File: src/rtl/ltc_pkg.sv
package ltc_pkg;
  parameter int CNT_W = 8;
  parameter int PER_W = 16;

  typedef enum logic {
    MODE_ONE_SHOT = 1'b0,
    MODE_FREE_RUN = 1'b1
  } run_mode_e;
endpackage

File: src/rtl/ltc_rise.sv
module ltc_rise (
  input  logic clk,
  input  logic rst,
  input  logic din,
  output logic rise
);
  logic din_q;

  always_ff @(posedge clk) begin
    if (rst) din_q <= 1'b0;
    else     din_q <= din;
  end

  assign rise = din & ~din_q;
endmodule

File: src/rtl/ltc_timebase.sv
module ltc_timebase #(
  parameter int PER_W = ltc_pkg::PER_W
) (
  input  logic             clk,
  input  logic             rst,
  input  logic             run,
  input  logic [PER_W-1:0] period,
  output logic             tick
);
  logic [PER_W-1:0] div_q;
  logic [PER_W-1:0] period_eff;
  logic [PER_W-1:0] last_phase;

  assign period_eff = (period == '0) ? PER_W'(1) : period;
  assign last_phase = PER_W'(period_eff - 1'b1);
  assign tick       = run && (div_q >= last_phase);

  always_ff @(posedge clk) begin
    if (rst || !run) div_q <= '0;
    else if (tick)   div_q <= '0;
    else             div_q <= PER_W'(div_q + 1'b1);
  end

  // with a period above one, two ticks are never adjacent
  assert_tick_spacing_R3: assert property (@(posedge clk) disable iff (rst)
    (tick && period_eff > PER_W'(1)) |=> (!tick || !$stable(period_eff)));
endmodule

File: src/rtl/ltc_tap_counter.sv
module ltc_tap_counter #(
  parameter int CNT_W = ltc_pkg::CNT_W
) (
  input  logic             clk,
  input  logic             rst,
  input  logic             start_edge,
  input  logic             stop_edge,
  input  logic             tick,
  input  logic             free_run,
  input  logic [CNT_W-1:0] tap_mask,
  output logic             running,
  output logic [CNT_W-1:0] count_q,
  output logic             delay_n
);
  import ltc_pkg::*;

  run_mode_e        mode;
  logic             accept;
  logic             run_nxt;
  logic [CNT_W-1:0] cnt_nxt;
  logic [CNT_W-1:0] cnt_inc;

  function automatic logic taps_high(input logic [CNT_W-1:0] v,
                                     input logic [CNT_W-1:0] m);
    return &(v | ~m);
  endfunction

  assign mode    = run_mode_e'(free_run);
  assign accept  = start_edge && !running && !stop_edge;
  assign cnt_inc = CNT_W'(count_q + 1'b1);

  always_comb begin
    run_nxt = running;
    cnt_nxt = count_q;
    if (stop_edge) begin
      run_nxt = 1'b0;
    end else if (accept) begin
      run_nxt = 1'b1;
      cnt_nxt = '0;
    end else if (running && tick) begin
      if (mode == MODE_FREE_RUN) begin
        cnt_nxt = taps_high(count_q, tap_mask) ? '0 : cnt_inc;
      end else begin
        cnt_nxt = cnt_inc;
        if (taps_high(cnt_inc, tap_mask)) run_nxt = 1'b0;
      end
    end
  end

  always_ff @(posedge clk) begin
    if (rst) begin
      running <= 1'b0;
      count_q <= '1;
      delay_n <= 1'b1;
    end else begin
      running <= run_nxt;
      count_q <= cnt_nxt;
      delay_n <= taps_high(cnt_nxt, tap_mask);
    end
  end

  // a timer that just started begins from zero
  assert_start_clears_R2: assert property (@(posedge clk) disable iff (rst)
    $rose(running) |-> (count_q == '0));

  // a stop edge leaves the timer idle
  assert_stop_halts_R7: assert property (@(posedge clk) disable iff (rst)
    stop_edge |=> !running);

  // a start during a run does not end the run
  assert_start_ignored_R8: assert property (@(posedge clk) disable iff (rst)
    (start_edge && running && !stop_edge && !tick) |=> (running && $stable(count_q)));

  // without a tick or an accepted start the count does not move
  assert_count_hold_R3: assert property (@(posedge clk) disable iff (rst)
    (!tick && !accept) |=> $stable(count_q));

  // a one-shot that ends by itself has every selected bit high
  assert_oneshot_end_R5: assert property (@(posedge clk) disable iff (rst)
    ($fell(running) && !$past(stop_edge) && !$past(free_run))
      |-> ((count_q & $past(tap_mask)) == $past(tap_mask)));
endmodule

File: src/rtl/long_delay_timer.sv
module long_delay_timer #(
  parameter int CNT_W = ltc_pkg::CNT_W,
  parameter int PER_W = ltc_pkg::PER_W
) (
  input  logic             clk,
  input  logic             rst,
  input  logic             start_in,
  input  logic             stop_in,
  input  logic             free_run,
  input  logic [CNT_W-1:0] tap_mask,
  input  logic [PER_W-1:0] base_period,
  output logic [CNT_W-1:0] count_q,
  output logic             delay_n
);
  localparam int N_EDGE = 2;

  logic [N_EDGE-1:0] raw_in;
  logic [N_EDGE-1:0] rise_v;
  logic              running;
  logic              tick;

  assign raw_in = {stop_in, start_in};

  for (genvar g = 0; g < N_EDGE; g++) begin : g_rise
    ltc_rise u_rise (
      .clk  (clk),
      .rst  (rst),
      .din  (raw_in[g]),
      .rise (rise_v[g])
    );
  end

  ltc_timebase #(.PER_W(PER_W)) u_tb (
    .clk    (clk),
    .rst    (rst),
    .run    (running),
    .period (base_period),
    .tick   (tick)
  );

  ltc_tap_counter #(.CNT_W(CNT_W)) u_cnt (
    .clk        (clk),
    .rst        (rst),
    .start_edge (rise_v[0]),
    .stop_edge  (rise_v[1]),
    .tick       (tick),
    .free_run   (free_run),
    .tap_mask   (tap_mask),
    .running    (running),
    .count_q    (count_q),
    .delay_n    (delay_n)
  );

  // coincident stop and start never leave the timer running
  assert_stop_wins_R9: assert property (@(posedge clk) disable iff (rst)
    (rise_v[0] && rise_v[1]) |=> !running);
endmodule

File: config.mk
export PLATFORM = sky130hd
export DESIGN_NAME = long_delay_timer
export DESIGN_NICKNAME = d
export VERILOG_FILES = /design/src/rtl/ltc_pkg.sv /design/src/rtl/ltc_rise.sv /design/src/rtl/ltc_timebase.sv /design/src/rtl/ltc_tap_counter.sv /design/src/rtl/long_delay_timer.sv
export SDC_FILE = /design/constraint.sdc
export NUM_CORES = 1
export LEC_CHECK = 0
export ABC_CLOCK_PERIOD_IN_PS = 5650
export BUFFER_PORTS_ARGS = -buffer_cell sky130_fd_sc_hd__buf_2
export CORE_ASPECT_RATIO = 0.8
export CORE_MARGIN = 3
export CORE_UTILIZATION = 29
export CTS_CLUSTER_DIAMETER = 120
export CTS_CLUSTER_SIZE = 10
export DETAILED_ROUTE_END_ITERATION = 6
export SETUP_SLACK_MARGIN = 0.2
export SYNTH_ARGS = -nofsm -noshare
export SYNTH_HDL_FRONTEND = slang
export SYNTH_SLANG_ARGS = --single-unit
File: constraint.sdc
create_clock -name clk -period 5.65 [get_ports clk]
set_input_delay 0.565 -clock clk [delete_from_list [all_inputs] [get_ports clk]]
set_output_delay 0.565 -clock clk [all_outputs]
set_load 0.01 [all_outputs]
=== Word level (Yosys, flattened, before mapping) ===
Cells that the tools add are included.

* Add/sub/neg operators: 3
* Order comparisons: 1
* Equality and inequality tests: 1
* Multiplexer cells: 10
* Bitwise gates (word level): 8
* Reduce and logical (&&, ||, !) cells: 16

{| class="wikitable"
|+ Operators by type and width
! kind !! count
|-
| $mux W8 || 5
|-
| $or A8 B8 Y8 || 3
|-
| $reduce_and A8 Y1 || 3
|-
| $add A16 B1 Y16 const B || 1
|-
| $ge A16 B16 Y1 || 1
|-
| $logic_not A16 Y1 || 1
|-
| $mux W16 || 1
|-
| $sub A16 B1 Y16 const B || 1
|-
| $add A8 B1 Y8 const B || 1
|-
| $not A8 Y8 || 1
|-
| $logic_and A1 B1 Y1 || 4
|-
| $mux W1 || 4
|-
| $reduce_bool A2 Y1 || 2
|-
| $reduce_or A2 Y1 || 2
|-
| $reduce_and A3 Y1 || 1
|-
| $and A1 B1 Y1 || 2
|-
| $logic_not A1 Y1 || 2
|-
| $ne A2 B1 Y1 const B || 1
|-
| $not A1 Y1 || 2
|-
| $logic_or A1 B1 Y1 || 1
|}

* Register bits: 28
* Output and inout bits: 9
* Word-level logic and storage cells: 45

=== Logic depth before layout (Yosys ltp) ===
Gate-level depths: netlist (run 1).

* Word-level depth: 11
* Depth in mapped cells: 19
* Mapped depth without buffers: 19

=== By module ===
Synthesis (run 1) repeated with hierarchy kept, for this count alone.

* Cell total of the unflattened synthesis: 270
* Area, all modules: 2332.2 sq um

{| class="wikitable"
|+ By module, submodules not included
! module !! instances !! cells an instance !! area each (sq um) !! seq. area each (sq um)
|-
| ltc_timebase || 1 || 167 || 1447.6 || 320.3
|-
| ltc_tap_counter || 1 || 97 || 789.5 || 200.2
|-
| ltc_rise || 2 || 3 || 47.5 || 20.0
|}

=== Worst setup path before layout (run 1) ===
Ideal clock, no wire load.

* Path type: input to register
* Start: in base_period[5]
* End: reg u_cnt.delay_n
* Data arrival time: 4.658 ns
* Data required time: 5.590 ns
* Slack: 0.932 ns
* Stages: 19
* Buffers on the path: 0
* Path through: nor4_1 > or3b_1 > nor4_1 > nand2b_1 > nor3_2 > a21oi_1 > ha_1 > nand2_1 > nor2_1 > xnor2_1 > ha_1 > a21oi_1 > nand2_1 > a2111o_1 > or3_4 > o21bai_4 > a22oi_2 > a2111oi_2 > a41o_1

* Cells in the longest elaborated chain, start to end: 11

{| class="wikitable"
|+ RTL lines
! what !! RTL line !! RTL
|-
| start, declared || long_delay_timer.sv:11 || <nowiki>input logic [PER_W-1:0] base_period,</nowiki>
|-
| $logic_not A16 Y1 || ltc_timebase.sv:14 || <nowiki>assign period_eff = (period == '0) ? PER_W'(1) : period;</nowiki>
|-
| $mux W16 * || ltc_timebase.sv:14 ||
|-
| $sub A16 B1 Y16 * || ltc_timebase.sv:15 || <nowiki>assign last_phase = PER_W'(period_eff - 1'b1);</nowiki>
|-
| $ge A16 B16 Y1 * || ltc_timebase.sv:16 || <nowiki>assign tick = run && (div_q >= last_phase);</nowiki>
|-
| $logic_and A1 B1 Y1 * || ltc_timebase.sv:16 ||
|-
| $logic_and A1 B1 Y1 * || ltc_tap_counter.sv:40 || <nowiki>end else if (running && tick) begin</nowiki>
|-
| $mux W8 * || ltc_tap_counter.sv:40 ||
|-
| $mux W8 * || ltc_tap_counter.sv:37 || <nowiki>end else if (accept) begin</nowiki>
|-
| $mux W8 * || ltc_tap_counter.sv:35 || <nowiki>if (stop_edge) begin</nowiki>
|-
| $or A8 B8 Y8 * || ltc_tap_counter.sv:25 || <nowiki>return &(v | ~m);</nowiki>
|-
| $reduce_and A8 Y1 * || ltc_tap_counter.sv:25 ||
|-
| end signal, assigned || ltc_tap_counter.sv:58 || <nowiki>delay_n <= taps_high(cnt_nxt, tap_mask);</nowiki>
|-
| end, declared || ltc_tap_counter.sv:13 || <nowiki>output logic delay_n</nowiki>
|}

Every way passes the cells marked *; elsewhere a longest branch is shown, timed or not.
A chain may end at the register's enable or synchronous reset.

=== Worst setup path after layout (run 1) ===
Same ends and word-level chain as after synthesis.

==> results of run 1 <==
final cells by class:
class / instances / area, um2 / area share
Multi-Input combinational cell: 213 / 1470 / 0.599
Sequential cell: 28 / 561 / 0.229
Timing Repair Buffer: 37 / 185 / 0.0757
Tap cell: 87 / 109 / 0.0445
Inverter: 15 / 56.3 / 0.0230
Clock buffer: 3 / 41.3 / 0.0169
Clock inverter: 1 / 30.0 / 0.0123
critical path: stages:
cell,delay (ns)
sky130_fd_sc_hd__buf_2,0.13
sky130_fd_sc_hd__nor4_2,0.34
sky130_fd_sc_hd__or3b_1,0.44
sky130_fd_sc_hd__nor4_1,0.27
sky130_fd_sc_hd__nand2b_1,0.16
sky130_fd_sc_hd__nor3_2,0.21
sky130_fd_sc_hd__a21oi_1,0.13
sky130_fd_sc_hd__ha_1,0.23
sky130_fd_sc_hd__nand2_1,0.17
sky130_fd_sc_hd__nor2_1,0.09
sky130_fd_sc_hd__xnor2_1,0.18
sky130_fd_sc_hd__ha_1,0.30
sky130_fd_sc_hd__nand4_1,0.16
sky130_fd_sc_hd__nor3_1,0.08
sky130_fd_sc_hd__a2111o_1,0.41
sky130_fd_sc_hd__or3_4,0.37
sky130_fd_sc_hd__o21bai_4,0.24
sky130_fd_sc_hd__a22oi_2,0.14
sky130_fd_sc_hd__a2111oi_2,0.41
sky130_fd_sc_hd__a41o_1,0.22
worst paths after layout:
path,endpoint,cells past startpoint
worst min register to register,u_tb.div_q[0],1
worst max register to register,u_cnt.delay_n,9
worst min-delay path,u_tb.div_q[0],1
worst max-delay path,u_cnt.delay_n,20
cell usage after synthesis (3+ instances only):
cell | instances | area (um2)
sky130_fd_sc_hd__nor2_1 | 34 | 128
sky130_fd_sc_hd__o21ai_0 | 6 | 30.0
sky130_fd_sc_hd__nand3_1 | 18 | 90.1
sky130_fd_sc_hd__nor3_1 | 10 | 50.1
sky130_fd_sc_hd__ha_1 | 19 | 238
sky130_fd_sc_hd__nor2b_1 | 5 | 31.3
sky130_fd_sc_hd__nand2b_1 | 3 | 18.8
sky130_fd_sc_hd__o211ai_1 | 3 | 22.5
sky130_fd_sc_hd__or3_1 | 4 | 25.0
sky130_fd_sc_hd__inv_1 | 15 | 56.3
sky130_fd_sc_hd__xor2_1 | 11 | 96.3
sky130_fd_sc_hd__a21oi_1 | 9 | 45.0
sky130_fd_sc_hd__nand4_1 | 4 | 25.0
sky130_fd_sc_hd__xnor2_1 | 18 | 158
sky130_fd_sc_hd__a221oi_1 | 3 | 26.3
sky130_fd_sc_hd__nor4_1 | 4 | 25.0
sky130_fd_sc_hd__and3_1 | 6 | 37.5
sky130_fd_sc_hd__dfxtp_1 | 28 | 561
sky130_fd_sc_hd__nand2_1 | 22 | 82.6
sequential cells by signal, summed over array words and instances, names as in the netlist:
name                 cells
u_cnt.running            1
u_cnt.delay_n            1
u_cnt.count_q            8
g_rise.u_rise.din_q      2
u_tb.div_q              16
metal layers:
layer  routed length (um)  vias up  track usage
met4                   55        0       0.0305
li1                     -     1005            -
met3                  488        8       0.0340
met2                 2020       81        0.188
met5                    0        -            0
met1                 2420      873        0.178
logic make-up after synthesis:
family / count (synthesis) / synth area share
multiplexers: 1 / 0.00538
adder cells (fa/ha/maj): 19 / 0.114
XOR/XNOR: 29 / 0.121
flip-flops: 28 / 0.268
buffers and inverters: 18 / 0.0358
AO/OA/AOI/OAI: 42 / 0.162
AND/OR/NAND/NOR: 122 / 0.294
where the power goes:
group / total (mW) / switching [mW] / leakage, nW / internal [mW]
Combinational: 0.119 / 0.0673 / 0.697 / 0.0520
Sequential: 0.217 / 0.0114 / 0.229 / 0.205
Clock: 0.160 / 0.0652 / 0.0357 / 0.0949
Total: 0.496 / 0.144 / 0.962 / 0.352
metrics by stage:
step	util	worst slack [ns]	hold slack [ns]	power (mW)	std cells
2_1_floorplan	-	0.932	0.426	0.299	259
3_3_place_gp	0.341	0.431	0.445	0.341	380
3_5_place_dp	0.341	0.256	0.452	0.339	380
4_1_cts	0.351	0.543	0.475	0.499	384
5_1_grt	0.352	0.202	0.496	0.524	384
6_report	0.352	0.654	0.472	0.496	384
timing repair:
| item | CTS | global route |
|---|---|---|
| setup endpoints to repair | 0 | 1 |
| resized for setup | 0 | 1 |
| endpoints found under the hold margin | 0 | 0 |
| buffers inserted | 0 | 0 |
==> run_results.csv, run 1 <==
group,metric,value,unit
logic_synthesis,synth_edf_count,0,
cells_and_area,commonest_cells_after_routing_fill_and_taps_aside,"sky130_fd_sc_hd__buf_2 (37), sky130_fd_sc_hd__nor2_1 (34), sky130_fd_sc_hd__dfxtp_1 (28)",
setup_path,critPathRequiredTime,5.88,ns
timing,worstMarginPinSlew,0.588,ns
setup_path,worst_setup_path_end_kind,"flop",
global_routing,grt_util_all_layers,0.125,
cells_and_area,nNetsFinal,346,
die,dieWidth,101,um
logic_synthesis,synthFlopType,"sky130_fd_sc_hd__dfxtp_1",
timing,slew-limit-headroom,0.605,
logic_synthesis,synth_cells,259,
global_routing,global_route_wire_length_before_repair,8400,um
die,top_ports,38,
timing,rsz0062_at_grt,"false",
clocking,clock_latency,0.28,ns
placed_design,hpwlAfterDp,4110,um
global_routing,antenna_found_initial,0,
power,power.leakage,0.962,nW
cells_and_area,drive_above_1_share,0.195,
die,dieHeight,82.0,um
routing,vias,1967,
timing,timing_max_transition_violations_final,0,
timing,post-route-period-util,0.884,
routing,detailedRoute.firstIterationViolations,78,
global_routing,grt_max_degree,17,
die,placementRows,27,
setup_path,r2r_start,"u_tb.div_q[14]",
logic_synthesis,synth_seq_area_share,0.268,
routing,first_pass_iters,5,
die,die-area,8280,um2
clocking,ctsHtreeMaxLevel,1,
die,core,6960,um2
logic_synthesis,syn-num-nets,307,
routing,detail_route.wl_per_cell,13.0,um
cells_and_area,final_cell_area,2450,um2
clocking,root_buffer,"sky130_fd_sc_hd__clkbuf_8",
timing,setup-violations-final,0,
die,start_util,0.301,
setup_path,worst-path-max-fanout,9,
logic_synthesis,postSynthRegisterBits,28,
timing,fmaxAchievable,0.200,GHz
clocking,cts_sinks,28,
cells_and_area,flow.area_growth_from_synthesis,16.8,%
power,power_per_cell_area,203,nW/um2
timing,hold_viol,0,
clocking,clock_tree.buffer_depth,2,
routing,detail-route-antenna-nets,0,
setup_path,worst-r2r-setup-slack,2.88,ns
clocking,ctsHoldBuffers,0,
setup_path,critPathArrivalTime,5.23,ns
cells_and_area,antenna_cells_inserted,0,
placed_design,gpl.final_weighted_congestion,0.832,
clocking,cts_buffers,3,
timing,final_period_minus_worst_setup_slack,5.00,ns
run_status,status,"finished clean",
logic_synthesis,ys_types,49,
setup_path,crit_path_start,"base_period[5]",
hold_path,min-delay-path-class,"flop to flop",
global_routing,vias_in_the_first_global_route,1807,
clocking,clock_tree_from_tritoncts,"yes",
placed_design,port_buffers,37,
hold_path,hp-start,"u_tb.div_q[0]",
cells_and_area,nFillCells,740,
logic_synthesis,synth_async_sr_flop_share,0,
run,drv_cap,0,
logic_synthesis,postSynthAreaPerCell,8.09,um2
routing,remaining_drc_errors,0,
global_routing,grt_overflow_total,0,
logic_synthesis,cell_area_after_synthesis,2090,um2
setup_path,timing_worst_setup_path_type,"input pin to flop",
power,ir_drop_worst_vdd,0.102,mV
timing,setup_total_negative_slack,0,ns
placed_design,placedInstanceArea,2370,um2
routing,route.final.wire_length,4980,um
logic_synthesis,synth_warnings,0,
timing,clock_skew,0.00922,ns
clocking,worst_setup_hold_path_clk_slew,0.10,ns
setup_path,cp-start-kind,"input pin",
cells_and_area,layout.cells.most_common,"sky130_fd_sc_hd__buf_2",
routing,number_of_vias_per_cell_after_detailed_routing,5.12,
Power figures use the tool's default switching activity.
==> inputs of run 2 (changes only) <==
--- a/config.mk
+++ b/config.mk
@@ -5,11 +5,12 @@
 export SDC_FILE = /design/constraint.sdc
 export NUM_CORES = 1
 export LEC_CHECK = 0
-export ABC_CLOCK_PERIOD_IN_PS = 5650
+export ABC_CLOCK_PERIOD_IN_PS = 5350
 export BUFFER_PORTS_ARGS = -buffer_cell sky130_fd_sc_hd__buf_2
 export CORE_ASPECT_RATIO = 0.8
 export CORE_MARGIN = 3
 export CORE_UTILIZATION = 29
+export CTS_BUF_LIST = sky130_fd_sc_hd__clkbuf_4 sky130_fd_sc_hd__clkbuf_8 sky130_fd_sc_hd__clkbuf_16
 export CTS_CLUSTER_DIAMETER = 120
 export CTS_CLUSTER_SIZE = 10
 export DETAILED_ROUTE_END_ITERATION = 6
==> constraint.sdc (replaced) <==
create_clock -name clk -period 5.35 [get_ports clk]
set_input_delay 0.535 -clock clk [delete_from_list [all_inputs] [get_ports clk]]
set_output_delay 0.535 -clock clk [all_outputs]
set_load 0.01 [all_outputs]
==> run 2 against run 1 <==
Effect of this change: non-clock buffer count rose by 2; sequential power up 6%; die area unchanged; cell area up 1.9%; worst hold slack improved by 0.0025 ns; global-route usage increased by 0.13 points; clock skew is 0.0026 ns lower; first-iteration DRC count rose by 5.1%; critical path type unchanged; critical endpoint unchanged.
==> run_results.csv, run 2 (same netlist as run 1, synthesis figures left out) <==
group,metric,value,unit
cells_and_area,nNetsFinal,348,
hold_path,hp-start,"start_in",
cells_and_area,layout.cells.most_common,"sky130_fd_sc_hd__buf_2",
clocking,clock_tree_from_tritoncts,"yes",
cells_and_area,largest_reg_flops,16,
setup_path,r2r_start,"u_tb.div_q[14]",
cells_and_area,finish.utilization,0.359,
die,dieHeight,82.0,um
routing,detail-route-antenna-nets,0,
clocking,cts_sinks,28,
die,top_ports,38,
clocking,clock_latency,0.28,ns
routing,vias,1992,
setup_path,max_stage_delay,0.44,ns
run_status,status,"finished clean",
cells_and_area,number_of_cells_in_the_finished_layout_apart_from_fillers,386,
power,design_power_total,531,uW
power,switching_share,0.296,
global_routing,grt_overflow_total,0,
timing,fmaxAchievable,0.207,GHz
placed_design,port_buffers,37,
clocking,worst_setup_hold_path_clk_slew,0.10,ns
routing,route.final.wire_length,5190,um
routing,detail_route.wl_per_cell,13.5,um
cells_and_area,final_cell_area,2490,um2
routing,first_pass_iters,4,
clocking,ctsHtreeMaxLevel,1,
power,sequentialPowerShare,0.431,
setup_path,cp-start-kind,"input pin",
timing,hold_viol,0,
die,die-area,8280,um2
die,start_util,0.301,
placed_design,placedCellCount,380,
cells_and_area,reg.largest.list,"u_tb.div_q: 16 flops, u_cnt.count_q: 8 flops, g_rise.u_rise.din_q: 2 flops",
die,core,6960,um2
timing,post-route-period-util,0.902,
setup_path,cpMaxStageDelayCell,"sky130_fd_sc_hd__or3b_1",
setup_path,reg2regPathDepth,9,
timing,timing_max_transition_violations_final,0,
die,placementRows,27,
timing,worstMarginPinSlew,0.632,ns
setup_path,critPathArrivalTime,5.06,ns
timing,setup-violations-final,0,
cells_and_area,commonest_cells_after_routing_fill_and_taps_aside,"sky130_fd_sc_hd__buf_2 (37), sky130_fd_sc_hd__nor2_1 (34), sky130_fd_sc_hd__dfxtp_1 (28)",
routing,remaining_drc_errors,0,
timing,rsz0062_at_grt,"false",
placed_design,gpl.final_weighted_congestion,0.833,
timing,hold_slack,0.474,ns
placed_design,hpwlAfterDp,4170,um
power,power_per_cell_area,213,nW/um2
cells_and_area,max_flop_register,"u_tb.div_q",
global_routing,antenna_found_initial,0,
clocking,root_buffer,"sky130_fd_sc_hd__clkbuf_8",
clocking,clock_tree.buffer_depth,2,
timing,clock_skew,0.00667,ns
run,drv_cap,0,
hold_path,min-delay-path-class,"input pin to flop",
routing,detailedRoute.firstIterationViolations,82,
global_routing,vias_in_the_first_global_route,1795,
setup_path,crit_path_start,"base_period[5]",
hold_path,worst_hold_depth,2,
cells_and_area,flow.area_growth_from_synthesis,19.1,%
cells_and_area,drive_above_1_share,0.207,
power,net-switching-power,157,uW
setup_path,worst-path-max-fanout,7,
timing,slew-limit-headroom,0.576,
global_routing,grt_util_all_layers,0.127,
power,power.leakage,0.977,nW
setup_path,crit_path_cell_trace,"buf_2, nor4_4, or3b_1, nor4_2, nand2b_1, nor3_4, a21oi_1, ha_1, nand2_2, nor2_1, xnor2_1, ha_1, nand4_1, nor3_1, a2111o_1, or3_4, o21bai_4, a22oi_2, a2111oi_2, a41o_1",
power,ir_drop_worst_vdd,0.117,mV
timing,final_period_minus_worst_setup_slack,4.83,ns
routing,number_of_vias_per_cell_after_detailed_routing,5.16,
setup_path,critPathRequiredTime,5.58,ns
clocking,cts_buffers,3,
setup_path,timing_worst_setup_path_type,"input pin to flop",
die,dieWidth,101,um
power,internal-power,374,uW
power,comb_power_share,0.247,
placed_design,placedInstanceArea,2370,um2
setup_path,critical-path-top-cell-by-count,"sky130_fd_sc_hd__ha_1",
setup_path,worst_setup_path_end_kind,"flop",
global_routing,grt_max_degree,17,
power,p_clk_frac,0.322,
cells_and_area,antenna_cells_inserted,0,
global_routing,global_route_wire_length_before_repair,8450,um
-- run 2: per-stage QoR --
step | setup slack, ns | setup TNS [ns]
after floorplan | 0.662 | 0
after global placement | 0.161 | 0
after detailed placement | -0.00243 | -0.00243
after CTS | 0.283 | 0
after global routing | 0.212 | 0
final | 0.523 | 0
-- run 2: worst paths after layout --
kind	slack, ns	endpoint
worst max register to register	2.54	u_cnt.delay_n
worst min register to register	0.48	u_tb.div_q[0]
worst max-delay path	0.52	u_cnt.delay_n
worst min-delay path	0.47	g_rise[0].u_rise.din_q
-- run 2: timing repair --
action	4_1_cts	5_1_grt
setup buffers	0	2
endpoints found under the setup margin	0	17
resized for setup	0	6
hold buffers	0	0
-- run 2: worst max-delay path, delay by kind of cell --
kind                       cells  cell delay (ns)
adders and majority gates      2             0.54
AOI/OAI and AO/OA              6             1.54
xor gates and xnor gates       1             0.18
and+or+nand+nor               10             2.13
buffers and inverters          1             0.14
-- run 2: power groups by stage --
| stage | Combinational, mW | Sequential (mW) | Clock, mW |
|---|---|---|---|
| after floorplan | 0.0819 | 0.234 | 0 |
| after global placement | 0.126 | 0.234 | 0 |
| after detailed placement | 0.126 | 0.233 | 0 |
| after CTS | 0.127 | 0.229 | 0.175 |
| after global routing | 0.145 | 0.231 | 0.183 |
| final | 0.131 | 0.229 | 0.171 |
-- run 2: area by class of cell --
type,count,area (um2)
well taps,87,109
multi-input cells,213,1500
clock buffers,3,41.3
fillers,730,4460
flip-flops and latches,28,561
inverters,15,56.3
repair buffers,39,200
clock inverters,1,30.0
-- run 2: routing by layer --
layer / wire length [um] / up-vias / global-route usage
met5: 0 / - / 0
met4: 48 / 0 / 0.0239
met3: 382 / 4 / 0.0323
met2: 2190 / 76 / 0.195
met1: 2580 / 901 / 0.179
li1: - / 1011 / -
==> inputs of run 3 (changes only) <==
--- a/config.mk
+++ b/config.mk
@@ -5,6 +5,7 @@
 export SDC_FILE = /design/constraint.sdc
 export NUM_CORES = 1
 export LEC_CHECK = 0
+export ABC_AREA = 1
 export ABC_CLOCK_PERIOD_IN_PS = 5350
 export BUFFER_PORTS_ARGS = -buffer_cell sky130_fd_sc_hd__buf_2
 export CORE_ASPECT_RATIO = 0.8
==> run 3 against run 2 <==
Effect of this change: first-iteration DRC count is 12% higher; die area up 7.1%; flip-flop and latch count did not move; cell count rose by 25%; global-route usage is 0.92 points lower; non-clock buffer count fell by 2; clock power is 3% lower; worst hold slack got worse by 0.036 ns; count of clock-buffer cells in the layout is the same; setup slack better by 1.2 ns; sequential share of layout area is 1.1 points lower; critical path type unchanged; critical endpoint is now u_tb.div_q[14].
==> run_results.csv, run 3 <==
group,metric,value,unit
run_status,status,"finished clean",
clocking,root_buffer,"sky130_fd_sc_hd__clkbuf_8",
die,die-area,8880,um2
power,power_per_cell_area,200,nW/um2
die,top_ports,38,
logic_synthesis,netlist_top_cells_area,"sky130_fd_sc_hd__dfxtp_1 (25%), sky130_fd_sc_hd__nand2_1 (13%), sky130_fd_sc_hd__ha_1 (11%), sky130_fd_sc_hd__nand3_1 (8.9%), sky130_fd_sc_hd__inv_1 (8.0%)",
setup_path,worst_setup_path_end_kind,"flop",
placed_design,hpwlAfterDp,4140,um
cells_and_area,flow.area_growth_from_synthesis,16.5,%
setup_path,worst-path-max-fanout,16,
timing,setup_total_negative_slack,0,ns
power,ir_drop_worst_vdd,0.129,mV
cells_and_area,commonest_cells_after_routing_fill_and_taps_aside,"sky130_fd_sc_hd__nand2_1 (79), sky130_fd_sc_hd__inv_1 (48), sky130_fd_sc_hd__nor2_1 (41)",
cells_and_area,ff_latch_area,561,um2
clocking,ctsHtreeMaxLevel,1,
die,placementRows,28,
cells_and_area,multi_input_comb_area,1490,um2
logic_synthesis,synth_seq_area_share,0.249,
setup_path,cpMaxStageDelayCell,"sky130_fd_sc_hd__nand3_2",
global_routing,vias_in_the_first_global_route,2021,
cells_and_area,antenna_cells_inserted,0,
global_routing,global_route_wire_length_before_repair,8780,um
timing,setup-violations-final,0,
setup_path,max_stage_delay,0.27,ns
die,start_util,0.302,
clocking,ctsHoldBuffers,0,
timing,rsz0062_at_grt,"false",
cells_and_area,nFillCells,800,
global_routing,grt_max_degree,17,
cells_and_area,largest_reg_flops,16,
clocking,number_of_gates_resized_after_cts,0,
timing,fmaxAchievable,0.275,GHz
routing,detailedRoute.firstIterationViolations,92,
timing,hold_viol,0,
logic_synthesis,synth_warnings,0,
cells_and_area,layout.cells.most_common,"sky130_fd_sc_hd__nand2_1",
clocking,cts_sinks,28,
routing,remaining_drc_errors,0,
clocking,clock_tree_from_tritoncts,"yes",
routing,detail_route.wirelength.met1,2600,um
routing,detail_route.wl_per_cell,10.4,um
routing,route.final.wire_length,5030,um
routing,met3_length,421,um
routing,first_pass_iters,4,
logic_synthesis,syn-num-nets,389,
timing,worstMarginPinSlew,0.621,ns
cells_and_area,reg.largest.list,"u_tb.div_q: 16 flops, u_cnt.count_q: 8 flops, g_rise.u_rise.din_q: 2 flops",
hold_path,min-delay-path-class,"input pin to flop",
timing,post-route-period-util,0.680,
global_routing,antenna_found_initial,0,
clocking,worst_setup_hold_path_clk_slew,0.10,ns
timing,final_period_minus_worst_setup_slack,3.64,ns
logic_synthesis,synth_edf_count,0,
logic_synthesis,postSynthAreaPerCell,6.61,um2
routing,vias,2147,
setup_path,critPathRequiredTime,5.58,ns
placed_design,gpl.final_weighted_congestion,0.844,
logic_synthesis,ys_types,33,
logic_synthesis,library_cell_occupying_the_most_area_in_the_post_synthesis_netlist,"sky130_fd_sc_hd__dfxtp_1",
routing,route.top_layer_used,"met4",
routing,detail-route-antenna-nets,0,
logic_synthesis,cell_area_after_synthesis,2250,um2
placed_design,port_buffers,37,
timing,slew-limit-headroom,0.582,
logic_synthesis,synth_async_sr_flop_share,0,
routing,number_of_vias_per_cell_after_detailed_routing,4.44,
die,dieWidth,105,um
logic_synthesis,synth_cells,341,
timing,timing_max_transition_violations_final,0,
routing,amount_of_wire_on_met2_after_detailed_routing,1970,um
logic_synthesis,synthDominantCellAreaShare,0.249,
clocking,clock_latency,0.27,ns
logic_synthesis,synthFlopType,"sky130_fd_sc_hd__dfxtp_1",
die,dieHeight,84.9,um
clocking,clock_tree.buffer_depth,2,
timing,clock_skew,0.00190,ns
setup_path,timing_worst_setup_path_type,"input pin to flop",
timing,hold_slack,0.438,ns
cells_and_area,nNetsFinal,428,
die,core,7460,um2
run,drv_cap,0,
power,power.leakage,1.32,nW
global_routing,grt_util_all_layers,0.117,
clocking,cts_buffers,3,
cells_and_area,max_flop_register,"u_tb.div_q",
logic_synthesis,postSynthRegisterBits,28,
logic_synthesis,synthTopCellsByCount,"sky130_fd_sc_hd__nand2_1 (79), sky130_fd_sc_hd__inv_1 (48), sky130_fd_sc_hd__nor2_1 (41)",
cells_and_area,drive_above_1_share,0.169,
setup_path,critPathArrivalTime,3.87,ns
global_routing,grt_overflow_total,0,
setup_path,cp-start-kind,"input pin",
clocking,cts_post_setup_buffers_inserted,0,
logic_synthesis,yosys.cell_count.top_type,"sky130_fd_sc_hd__nand2_1",
setup_path,crit_path_cell_trace,"buf_2, inv_1, nand3_1, nor2_1, nand4_1, nand2_1, inv_1, ha_1, nand3_1, nor2_1, and3_1, nand2_1, nor3_1, xor2_1, inv_1, ha_1, nand2_1, o21ai_0, a21oi_1, nand2_4, nand2_4, nand3_2, a21oi_1, o21a_1",
==> run 3: kinds of logic after synthesis <==
logic type / after synthesis / share of synthesized area
buf+inv: 53 / 0.0905
compound gates: 22 / 0.0561
xor+xnor: 23 / 0.0893
flops: 28 / 0.249
simple gates: 196 / 0.410
fa+ha+maj: 19 / 0.105
==> run 3: final cells by class <==
class                      count  area share
timing repair buffer          37      0.0705
sequential                    28       0.213
tap                          105      0.0500
clock buffer                   3      0.0157
clock inverter                 1      0.0114
multi-input combinational    260       0.567
inverter                      50      0.0715
==> run 3: final timing paths <==
path | startpoint | endpoint | slack [ns] | cells after the start
max | base_period[2] | u_tb.div_q[14] | 1.71 | 24
min reg2reg | u_tb.div_q[0] | u_tb.div_q[0] | 0.48 | 1
max reg2reg | u_tb.div_q[11] | u_tb.div_q[14] | 3.23 | 9
min | rst | g_rise[0].u_rise.din_q | 0.44 | 2
==> run 3: worst max-delay path, delay by kind of cell <==
kind                       cells  cell delay (ns)
xor gates and xnor gates       1             0.17
and+or+nand+nor               13             1.73
adders and majority gates      2             0.44
buffers and inverters          4             0.28
AOI/OAI and AO/OA              4             0.70
==> run 3: metrics by stage <==
stage | worst slack (ns) | total power, mW | area (um2) | utilization | instances
floorplan | 2.02 | 0.322 | 2250 | - | 341
global placement | 1.47 | 0.364 | 2550 | 0.342 | 480
detailed placement | 1.41 | 0.364 | 2550 | 0.342 | 480
CTS | 1.68 | 0.536 | 2630 | 0.352 | 484
global route | 1.26 | 0.565 | 2630 | 0.352 | 484
finish | 1.71 | 0.526 | 2630 | 0.352 | 484
==> run 3: routing by layer <==
| metal | vias to the layer above | global-route usage |
|---|---|---|
| met5 | - | 0 |
| met4 | 0 | 0.0143 |
| met3 | 4 | 0.0312 |
| met2 | 67 | 0.186 |
| met1 | 909 | 0.166 |
| li1 | 1167 | - |
==> run 3: power by group <==
group          total [mW]  leakage, nW  internal, mW  switching [mW]
Clock               0.166       0.0357         0.100          0.0659
Combinational       0.132         1.06        0.0509          0.0812
Sequential          0.228        0.229         0.216          0.0118
Total               0.526         1.32         0.367           0.159
